<file path="src/rtl/lcd_ladder_pkg.sv">
package lcd_ladder_pkg;
  localparam int TAP_N = 5;
  localparam int TAP_QUARTER   = 0;
  localparam int TAP_THIRD     = 1;
  localparam int TAP_HALF      = 2;
  localparam int TAP_TWO_THIRD = 3;
  localparam int TAP_THREE_QTR = 4;

  typedef enum logic [1:0] {
    BIAS_HALF    = 2'b00,
    BIAS_THIRD   = 2'b01,
    BIAS_QUARTER = 2'b10,
    BIAS_QTR_ALT = 2'b11
  } bias_e;
endpackage

</file>
<file path="src/rtl/lcd_frame_gate.sv">
module lcd_frame_gate (
  input  logic clk,
  input  logic rst_n,
  input  logic enable,
  input  logic frame_end,
  output logic closed
);
  logic odd_frame;

  always_ff @(posedge clk or negedge rst_n) begin
    if (!rst_n) begin
      odd_frame <= 1'b1;
      closed    <= 1'b0;
    end else begin
      if (frame_end) odd_frame <= ~odd_frame;
      if (enable) closed <= 1'b1;
      else if (closed && frame_end && !odd_frame) closed <= 1'b0;
    end
  end

  // enable closes the switch on the next cycle
  p_close_on_enable_r1: assert property (@(posedge clk) disable iff (!rst_n)
    enable |=> closed);
  // no open except at an even frame end
  p_hold_until_even_r2: assert property (@(posedge clk) disable iff (!rst_n)
    (closed && !(frame_end && !odd_frame)) |=> closed);
  // open at even frame end when disabled
  p_open_at_even_r2: assert property (@(posedge clk) disable iff (!rst_n)
    (closed && !enable && frame_end && !odd_frame) |=> !closed);
  // parity toggles on every frame end
  p_parity_toggle_r3: assert property (@(posedge clk) disable iff (!rst_n)
    frame_end |=> (odd_frame != $past(odd_frame)));
endmodule

</file>
<file path="src/rtl/lcd_pulse_timer.sv">
module lcd_pulse_timer #(
  parameter int PON_W = 3
) (
  input  logic             clk,
  input  logic             rst_n,
  input  logic             allow,
  input  logic             reload,
  input  logic [PON_W-1:0] length,
  input  logic             tick,
  output logic             running
);
  localparam logic [PON_W-1:0] ZERO = '0;
  localparam logic [PON_W-1:0] ONE  = {{(PON_W-1){1'b0}}, 1'b1};

  logic [PON_W-1:0] remain;

  always_ff @(posedge clk or negedge rst_n) begin
    if (!rst_n)                      remain <= ZERO;
    else if (!allow)                 remain <= ZERO;
    else if (reload)                 remain <= length;
    else if (tick && remain != ZERO) remain <= remain - ONE;
  end

  assign running = (remain != ZERO);

  // a step reloads the full length, even with a tick in the same cycle
  p_reload_full_r6: assert property (@(posedge clk) disable iff (!rst_n)
    (allow && reload) |=> (remain == $past(length)));
  // each tick consumes one count
  p_tick_dec_r5: assert property (@(posedge clk) disable iff (!rst_n)
    (allow && !reload && tick && remain != ZERO) |=> (remain == $past(remain) - ONE));
  // without a tick or a step the count holds
  p_hold_r5: assert property (@(posedge clk) disable iff (!rst_n)
    (allow && !reload && !tick) |=> $stable(remain));
  // an open ladder leaves no count behind
  p_clear_open_r7: assert property (@(posedge clk) disable iff (!rst_n)
    !allow |=> (remain == ZERO));
endmodule

</file>
<file path="src/rtl/lcd_level_decode.sv">
module lcd_level_decode
  import lcd_ladder_pkg::*;
(
  input  bias_e            bias,
  input  logic             active,
  output logic [TAP_N-1:0] taps
);
  logic [TAP_N-1:0] raw;

  always_comb begin
    raw = '0;
    case (bias)
      BIAS_HALF: raw[TAP_HALF] = 1'b1;
      BIAS_THIRD: begin
        raw[TAP_THIRD]     = 1'b1;
        raw[TAP_TWO_THIRD] = 1'b1;
      end
      BIAS_QUARTER, BIAS_QTR_ALT: begin
        raw[TAP_QUARTER]   = 1'b1;
        raw[TAP_HALF]      = 1'b1;
        raw[TAP_THREE_QTR] = 1'b1;
      end
      default: raw = '0;
    endcase
  end

  assign taps = active ? raw : '0;

  // third-bias taps never mix with quarter or half taps
  always_comb begin
    p_no_mixed_taps_r8: assert (!(taps[TAP_THIRD] && (taps[TAP_HALF] || taps[TAP_QUARTER])));
  end
endmodule

</file>
<file path="src/rtl/lcd_ladder_ctrl.sv">
module lcd_ladder_ctrl
  import lcd_ladder_pkg::*;
#(
  parameter int PON_W = 3
) (
  input  logic             clk,
  input  logic             rst_n,
  input  logic             enable,
  input  logic [PON_W-1:0] pulse_on,
  input  logic [1:0]       bias_sel,
  input  logic             tick,
  input  logic             frame_end,
  input  logic             level_step,
  output logic             ladder_en,
  output logic             high_drive,
  output logic [TAP_N-1:0] level_taps,
  output logic             ladder_off
);
  logic closed;
  logic pulse_live;

  lcd_frame_gate u_gate (
    .clk       (clk),
    .rst_n     (rst_n),
    .enable    (enable),
    .frame_end (frame_end),
    .closed    (closed)
  );

  lcd_pulse_timer #(.PON_W(PON_W)) u_timer (
    .clk     (clk),
    .rst_n   (rst_n),
    .allow   (closed),
    .reload  (level_step),
    .length  (pulse_on),
    .tick    (tick),
    .running (pulse_live)
  );

  lcd_level_decode u_decode (
    .bias   (bias_e'(bias_sel)),
    .active (closed),
    .taps   (level_taps)
  );

  assign ladder_en  = closed;
  assign high_drive = pulse_live && closed;
  assign ladder_off = ~closed;

  // high drive requires a closed ladder
  p_hd_needs_ladder_r7: assert property (@(posedge clk) disable iff (!rst_n)
    high_drive |-> ladder_en);
  // off status excludes any drive
  p_off_quiet_r9: assert property (@(posedge clk) disable iff (!rst_n)
    ladder_off |-> (!high_drive && level_taps == '0));
  // zero length on a step gives no pulse
  p_zero_len_r5: assert property (@(posedge clk) disable iff (!rst_n)
    (level_step && pulse_on == '0) |=> !high_drive);
endmodule

</file>
<file path="config.mk">
export PLATFORM = sky130hd
export DESIGN_NAME = lcd_ladder_ctrl
export DESIGN_NICKNAME = d
export VERILOG_FILES = /design/src/rtl/lcd_ladder_pkg.sv /design/src/rtl/lcd_frame_gate.sv /design/src/rtl/lcd_pulse_timer.sv /design/src/rtl/lcd_level_decode.sv /design/src/rtl/lcd_ladder_ctrl.sv
export SDC_FILE = /design/constraint.sdc
export NUM_CORES = 1
export LEC_CHECK = 0
export ABC_CLOCK_PERIOD_IN_PS = 1900
export BUFFER_PORTS_ARGS = -buffer_cell sky130_fd_sc_hd__buf_4
export CAP_MARGIN = 20
export CORE_AREA = 2 2 39 41
export CTS_CLUSTER_SIZE = 10
export DETAILED_ROUTE_END_ITERATION = 10
export DIE_AREA = 0 0 41 43
export PLACE_DENSITY = 0.47
export SLEW_MARGIN = 25
export SYNTH_ARGS = -nofsm -noshare
export SYNTH_HDL_FRONTEND = slang
export SYNTH_SLANG_ARGS = --single-unit
</file>
<file path="constraint.sdc">
create_clock -name clk -period 1.9 [get_ports clk]
set_input_delay 0.38 -clock clk [delete_from_list [all_inputs] [get_ports clk]]
set_output_delay 0.38 -clock clk [all_outputs]
set_load 0.01 [all_outputs]
</file>
## Yosys cells after proc, flatten, opt, wreduce, memory -nomap -nowiden

Cells that the tools add are included.

| word-level totals | value |
|---|---|
| register bits after elaboration | 5 |
| bits of input ports | 11 |
| output and inout bits | 8 |
| word-level logic and storage cells | 29 |

| operators by class | value |
|---|---|
| $add $sub $neg | 1 |
| equal/unequal tests | 4 |
| multiplexer cells | 9 |
| bitwise gates (word level) | 2 |
| reduce and logical (&&, ||, !) cells | 10 |

Operators by type and width:

| kind | number |
|---|---|
| 3-bit two-way mux | 3 |
| 1-bit two-way mux | 5 |
| 5-bit two-way mux | 1 |
| 2-bit == test, second input constant | 2 |
| 1-bit logical AND | 4 |
| 3-bit by 2-bit != test with 1-bit output, second input constant | 1 |
| 3-bit nonzero test | 1 |
| 3-bit OR reduction | 1 |
| 3-bit by 1-bit subtractor with 3-bit output, second input constant | 1 |
| 2-bit by 1-bit == test with 1-bit output, second input constant | 1 |
| 2-bit zero test | 1 |
| 1-bit inverter | 2 |
| 2-bit nonzero test | 1 |
| 2-bit OR reduction | 1 |
| 1-bit zero test | 1 |

## Depth between registers and ports, before layout

Gate-level depths: netlist of run 1.

| logic depth | value |
|---|---|
| word-level depth | 5 |
| depth in mapped cells | 6 |
| gate-level depth less buffers | 6 |

## Hierarchy

Synthesis of run 1 repeated with hierarchy kept, for this count alone.

| unflattened totals | value |
|---|---|
| cells, all modules | 34 |
| area, all modules | 334.1 µm² |

Modules (own cells, without submodules):

| module | instances | cells each | area each (µm²) | seq. area each (µm²) |
|---|---|---|---|---|
| lcd_pulse_timer | 1 | 21 | 206.4 | 75.1 |
| lcd_frame_gate | 1 | 5 | 73.8 | 51.3 |
| lcd_level_decode | 1 | 6 | 43.8 | 0.0 |
| lcd_ladder_ctrl | 1 | 2 | 10.0 | 0.0 |

## Least setup slack after synthesis of run 1

No wires, ideal clock.

| timing | value |
|---|---|
| kind | register to register |
| start point | register u_timer.remain[0] |
| end point | register u_timer.remain[2] |
| library setup time | 0.073 ns |
| arrival time | 1.345 ns |
| data required time | 1.827 ns |
| slack | 0.481 ns |
| cell stages (with the launch flop) | 7 |
| buffers on the path | 0 |
| period minus slack after synthesis | 1.419 ns |
| cells stage by stage | dfrtp_1 > inv_1 > ha_1 > ha_1 > nor2b_4 > mux2_4 > a21oi_2 |

| between the ends | value |
|---|---|
| longest elaborated chain between the ends | 4 |
| elaborated cells on any way between the ends | 7 |
| classes of those cells | 1 x add/sub; 1 x eq/ne; 3 x mux; 2 x reduce/logical |

RTL lines:

| item | RTL line | source |
|---|---|---|
| start: declaration | lcd_pulse_timer.sv:15 | `logic [PON_W-1:0] remain;` |
| start signal: assignment | lcd_pulse_timer.sv:20 | `else if (reload) remain <= length;` |
| start signal: assignment | lcd_pulse_timer.sv:21 | `else if (tick && remain != ZERO) remain <= remain - ONE;` |
| 3-bit by 1-bit subtractor with 3-bit output | lcd_pulse_timer.sv:21 |  |
| 3-bit two-way mux | lcd_pulse_timer.sv:21 |  |
| 3-bit two-way mux | lcd_pulse_timer.sv:20 |  |
| 3-bit two-way mux | lcd_pulse_timer.sv:19 | `else if (!allow) remain <= ZERO;` |

Parallel ways exist; a longest one is shown, timed or not. The select of a mux whose other input is x is not followed.
A chain may end at the register's enable or synchronous reset.

## Worst setup path in the final report of run 1

| timing | value |
|---|---|
| start point | register u_timer.remain[0] |
| end point | output port high_drive |

| between the ends | value |
|---|---|
| longest elaborated chain between the ends | 2 |

RTL lines:

| item | RTL line | source |
|---|---|---|
| 3-bit nonzero test | lcd_pulse_timer.sv:24 | `assign running = (remain != ZERO);` |
| 1-bit logical AND | lcd_ladder_ctrl.sv:47 | `assign high_drive = pulse_live && closed;` |
| end: declaration | lcd_ladder_ctrl.sv:15 | `output logic high_drive,` |

Every way passes these cells.

==> results of run 1 <==
## through the flow
step                      cells  area (sq um)  power, mW  utilization
after CTS                    70         491.7     0.5346       0.3553
after floorplan              33         315.3     0.3223            -
final                        70         491.7     0.5214       0.3553
after global routing         70         491.7     0.5773       0.3553
after detailed placement     65         455.4     0.4061       0.3291
after global placement       65         455.4     0.4094       0.3291
## power groups by stage
stage | clock network [mW] | logic (mW) | registers [mW]
floorplan | 0 | 0.152 | 0.170
global placement | 0 | 0.236 | 0.174
detailed placement | 0 | 0.233 | 0.173
CTS | 0.127 | 0.235 | 0.172
global route | 0.137 | 0.262 | 0.178
finish | 0.120 | 0.230 | 0.172
## final timing paths
check                             startpoint                 to  slack (ns)  cells after the start
max                        u_timer.remain[0]         high_drive        0.24                      5
min                                frame_end   u_gate.odd_frame        0.29                      2
max reg2reg                u_timer.remain[0]  u_timer.remain[2]        0.41                      6
min reg2reg                 u_gate.odd_frame   u_gate.odd_frame        0.52                      1
max in group asynchronous              rst_n   u_gate.odd_frame        1.23                      2
min in group asynchronous              rst_n  u_timer.remain[0]        0.48                      2
## cell type report
type                       instances  area (sq um)
inverter                           6         22.52
clock buffer                       4         26.28
timing repair buffer              19         145.1
fill                             156         892.1
tap                               16         20.02
sequential                         5         126.4
multi-input combinational         20         151.4
## sequential cells by signal, indices dropped and copies added (netlist names)
signal	count
u_gate.closed	1
u_timer.remain	3
u_gate.odd_frame	1
## logic make-up (layout without fill, tap and decap cells)
group	after synthesis	in the layout	synth area share
AOI/OAI and AO/OA	8	8	0.1548
and+or+nand+nor	7	7	0.1429
adders and majority gates	2	2	0.07935
DFF	5	5	0.4008
muxes	1	1	0.04761
xor gates and xnor gates	2	2	0.05557
buffers and inverters	8	29	0.1190
## routing by layer
metal  vias up  share of wire
met5         -              0
met4         0              0
met3         0          0.063
met2         7           0.54
met1       138           0.40
li1        147              -
## worst max-delay path, cell delays in order (launching register included)
cell     delay (ns)
dfrtp_1        0.35
inv_1          0.05
ha_1           0.18
ha_1           0.23
nor2_1         0.11
buf_4          0.13
## Yosys cell counts (all sizes together), types with 2 or more instances
cell type and number:
a21oi 4, buf 2, dfrtp 4, ha 2, inv 6, nor2 2
o21ai 2
==> summary.md, run 1 <==
| Metric | Value |
|---|---|
| Status | finished, final reports clean |
| RSZ-0062 raised after global routing | no |
| Arr. time, crit path | 1.28 ns |
| Clock-pin slew on the worst setup and hold paths | 0.04 ns |
| Yosys reg bits | 5 |
| Int Power | 358.7 uW |
| Chip Height | 43 microns |
| Commonest non-fill, non-tap cells in the layout | 18 x buf_4, 6 x inv_1, 4 x dfrtp_1 |
| Later-pin clock latency in the skew report | 0.24 ns |
| Std-Cell Rows | 14 |
| CTS tree | done |
| Area contributors post-synth | dfrtp_1 32%, dfstp_2 8.3%, ha_1 7.9% |
| Share of layout cells above drive strength 1 | 0.4630 |
| Power share of the clock group | 0.230 |
| Via density | 4.171 |
| Drt first-iter violations | 2 |
| H-tree Lvls | 1 |
| ANT nets after route | 0 |
| Syn_area_per_cell | 9.555 sq um |
| Clk buf depth | 2 |
| Overflow after GRT | 0 |
| Global Route met3 Usage | 0.04712 |
| Commonest non-fill, non-tap cell in the layout | buf_4 |
| Area delta synth->final | 55.95% |
| Synth Net Count | 46 |
| Cts repair resizes | 0 |
| Core area | 1384 sq um |
| Mapped cell area | 315.3 sq um |
| Routability Congestion | 0.6312 |
| Crit path max fanout | 3 |
| Max-slew headroom | 0.8627 |
| Met2 Resource Use GR | 0.1219 |
| PortBufs | 18 |
| Via count of the first global-routing pass | 262 |
| LEAKAGE | 0.2622 nW |
| Pre-Repair DR Iteration Count | 2 |
| VDD IR max | 0.4928 mV |
| Pwr dens | 1060 nW/um^2 |
| P_sw | 162.7 uW |
| Seq pwr share | 0.329 |
| First-pass GRT wire length | 1041 microns |
| Comb power frac | 0.440 |
| Post-route clock period utilization | 0.8748 |
| Drt total wl | 591 microns |
| Vias | 292 |
| Average wire per standard cell | 8.443 microns |
| Post-synthesis sequential area ratio | 0.4008 |
| HPWL after DPL | 503.9 microns |
| Root Driver | clkbuf_4 |
| Ys async rst share | 1.000 |
| EDFF count, synth | 0 |
| Worst Tran Pin Value | 0.2038 ns |
| Die width | 41 microns |
| Post-CTS setup buffers | 0 |
| GR Util met1 | 0.1049 |
| ANT cells | 0 |
| Post-route DRC | 0 |
| Max-slew violation count | 0 |
| Crit start category | flop |
| Cells after synthesis | 33 |
| Synth unique cells | 19 |
| Ys flop type | dfrtp_1 |
| Top Ports | 19 |
| Die area | 1763 sq um |
| Synth warn | 0 |
| Hold WS | 0.2894 ns |
| Setup violations, final | 0 |
| Share of the synthesized area in the top cell type | 0.3175 |
| Final WS setup | 0.2378 ns |
| Cell accounting for the most synthesized area | dfrtp_1 |
| Final hold vios | 0 |
| All-Layer GR Usage | 0.08990 |
| Final nets | 68 |
| Setup TNS | 0 ns |
| Initial Util | 0.2278 |
| Shortest period the worst path allows | 1.662 ns |
| Initial antenna violation count | 0 |
| Worst hold path class | input pin to flop |
| Setup WS pre-CTS | 0.4009 ns |
| Fmax | 601.6 MHz |
| Layout Skew | 0.001209 ns |
| CTS sink cnt | 5 |
| CTS Hold Buffers Added | 1 |
| Gr busiest metal | met2 |
| Sw Share | 0.3120 |
| Crit. End Element | output pin |
| Total CTS buffers | 3 |
| CP required | 1.52 ns |
| Maxcap violations | 0 |
| Pin count of the biggest net entering global routing | 7 |
| Critical setup path kind | flop to output pin |
No activity file was read; power rests on OpenSTA's default activity.
==> run 2, diff against run 1 <==
--- a/config.mk
+++ b/config.mk
@@ -13,6 +13,8 @@
 export DETAILED_ROUTE_END_ITERATION = 10
 export DIE_AREA = 0 0 41 43
 export PLACE_DENSITY = 0.47
+export SETUP_SLACK_MARGIN = 0.3
+export SKIP_CTS_REPAIR_TIMING = 1
 export SLEW_MARGIN = 25
 export SYNTH_ARGS = -nofsm -noshare
 export SYNTH_HDL_FRONTEND = slang
==> run 2 against run 1 <==
Net effect: clock power barely moved; final cell count increased by 2.9%; global-route usage stayed put; first-iteration DRC count is the same; utilization is 3.1 points higher; via count is 3.8% higher; critical endpoint unchanged; clock skew increased by 0.00098 ns; total power increased by 10%; hold slack worse by 0.0014 ns; combinational power up 23%.
==> summary.md, run 2 (synthesis results as in run 1) <==
| Metric | Value |
|---|---|
| CTS tree | done |
| Later-pin clock latency in the skew report | 0.24 ns (about the same) |
| Most flop-heavy register | u_timer.remain |
| Total CTS buffers | 3 (unchanged) |
| Sw Share | 0.3181 (+0.006091) |
| Largest register FFs | 3 (unchanged) |
| Status | finished, final reports clean |
| Power share of the clock group | 0.210 (-0.020) |
| Layout Skew | 0.002189 ns (+0.0009799 ns) |
| Shortest period the worst path allows | 1.543 ns (-0.1194 ns) |
| ANT cells | 0 (unchanged) |
| Comb power frac | 0.490 (+0.050) |
| Vias | 303 (+3.8%) |
| All-Layer GR Usage | 0.08990 (unchanged) |
| Worst R2R Start | u_timer.remain[0] |
| Area delta synth->final | 69.44% |
| Int Power | 392.6 uW (+9.5%) |
| Final hold vios | 0 (unchanged) |
| Worst r2r dst | u_timer.remain[2] |
| Clock-pin slew on the worst setup and hold paths | 0.04 ns (about the same) |
| Via count of the first global-routing pass | 262 (unchanged) |
| Crit. End Element | output pin |
| Maxcap violations | 0 (unchanged) |
| Crit start category | flop |
| CP required | 1.52 ns (about the same) |
| First-pass GRT wire length | 1041 microns (unchanged) |
| Clk buf depth | 2 (unchanged) |
| Fillcell total | 148 (-5.1%) |
| Final nets | 70 (+2.9%) |
| Finished Core Util | 0.3861 (+0.03074) |
| Arr. time, crit path | 1.16 ns (-0.12 ns) |
| Seq pwr share | 0.300 (-0.029) |
| Crit path to | high_drive |
| Root Driver | clkbuf_4 |
| Overflow after GRT | 0 (unchanged) |
| ANT nets after route | 0 (unchanged) |
| RSZ-0062 raised after global routing | yes |
| Top Ports | 19 (unchanged) |
| Die area | 1763 sq um (unchanged) |
| Reg2Reg Setup Slack | 0.38 ns (-0.03 ns) |
| Pre-Repair DR Iteration Count | 3 (+1) |
| Hold WS | 0.2880 ns (-0.001429 ns) |
| Via density | 4.208 (+0.88%) |
| Worst hold path class | input pin to flop |
| PortBufs | 18 (unchanged) |
| P_sw | 183.2 uW (+13%) |
| Post-placement cell count | 65 (unchanged) |
| Initial Util | 0.2278 (unchanged) |
| Average wire per standard cell | 8.708 microns (+3.1%) |
| H-tree Lvls | 1 (unchanged) |
| Pwr dens | 1078 nW/um^2 (+1.6%) |
| Register-to-Register Path Depth | 7 (+1) |
| Die width | 41 microns (unchanged) |
| Share of layout cells above drive strength 1 | 0.5536 (+0.09061) |
| Final cell count without fillers | 72 (+2.9%) |
| Max-slew violation count | 0 (unchanged) |
| Post-route DRC | 0 (unchanged) |
| Commonest non-fill, non-tap cell in the layout | buf_4 |
| Chip Height | 43 microns (unchanged) |
| LEAKAGE | 0.2722 nW (+3.8%) |
| HPWL after DPL | 503.9 microns (unchanged) |
| Initial antenna violation count | 0 (unchanged) |
| Biggest regs | u_timer.remain: 3 flops, u_gate.closed: 1 flops, u_gate.odd_frame: 1 flops |
| CTS sink cnt | 5 (unchanged) |
| Start point of the critical path | u_timer.remain[0] |
| Commonest non-fill, non-tap cells in the layout | 20 x buf_4, 5 x inv_1, 4 x dfrtp_1 |
| Fmax | 648.2 MHz (+7.7%) |
| Critical setup path kind | flop to output pin |
| Std-Cell Rows | 14 (unchanged) |
| Pin count of the biggest net entering global routing | 7 (unchanged) |
| Setup TNS | 0 ns (unchanged) |
| Max-slew headroom | 0.8627 (unchanged) |
| VDD IR max | 0.5019 mV (+1.9%) |
| Setup violations, final | 0 (unchanged) |
| Drt total wl | 627 microns (+6.1%) |
| Core area | 1384 sq um (unchanged) |
| Worst Tran Pin Value | 0.2038 ns (unchanged) |
| Crit path max fanout | 3 (unchanged) |
| Routability Congestion | 0.6312 (unchanged) |
| Post-route clock period utilization | 0.8120 (-0.06286) |
| Drt first-iter violations | 2 (unchanged) |
run 2: cell count changes in the layout (fill, tap and decap cells not counted):
cell / change
nor2_1: -1
inv_1: -1
nor2_2: +1
ha_1: -2
ha_4: +2
buf_4: +2
inv_2: +1
run 2: how the worst min path moves through the flow:
stage / start / endpoint / slack (ns) / cells past startpoint
3_5_place_dp: rst_n / u_timer.remain[0] / 0.19 / 1
5_1_grt: frame_end / u_gate.odd_frame / 0.28 / 2
3_3_place_gp: rst_n / u_timer.remain[0] / 0.19 / 1
6_report: frame_end / u_gate.odd_frame / 0.29 / 2
2_1_floorplan: rst_n / u_gate.closed / 0.08 / 0
4_1_cts: rst_n / u_timer.remain[0] / -0.07 / 1
run 2: area by class of cell:
class                   count  area, sq um  share of cell area
multi-input cells          20        178.9              0.3349
repair buffers             21        160.2              0.2998
flip-flops and latches      5        126.4              0.2365
clock buffers               4        26.28             0.04918
inverters                   6        22.52             0.04215
well taps                  16        20.02             0.03747
run 2: layer usage:
layer  vias up  GRT usage  routed length (microns)
li1        150          -                        -
met2         7     0.1219                      335
met1       146     0.1049                      254
met5         -          0                        0
met4         0    0.06000                        0
met3         0    0.04712                       37
run 2: stage by stage:
stage               setup slack, ns  power, mW  area [sq um]
global route                 0.2874     0.6314         534.3
finish                       0.3572     0.5758         534.3
CTS                          0.2133     0.5329         481.7
global placement             0.4417     0.4094         455.4
floorplan                    0.4814     0.3223         315.3
detailed placement           0.4009     0.4061         455.4
run 2: power by group through the flow:
stage | clock [mW] | sequential, mW | combinational [mW]
floorplan | 0 | 0.170 | 0.152
detailed placement | 0 | 0.173 | 0.233
finish | 0.121 | 0.173 | 0.282
global route | 0.137 | 0.180 | 0.315
CTS | 0.127 | 0.172 | 0.234
global placement | 0 | 0.174 | 0.236
run 2: worst max-delay path, stage by stage (launching register included):
cell and delay, ns:
dfrtp_1 0.37, inv_2 0.05, ha_4 0.15, ha_4 0.16, nor2_2 0.07, buf_4 0.12
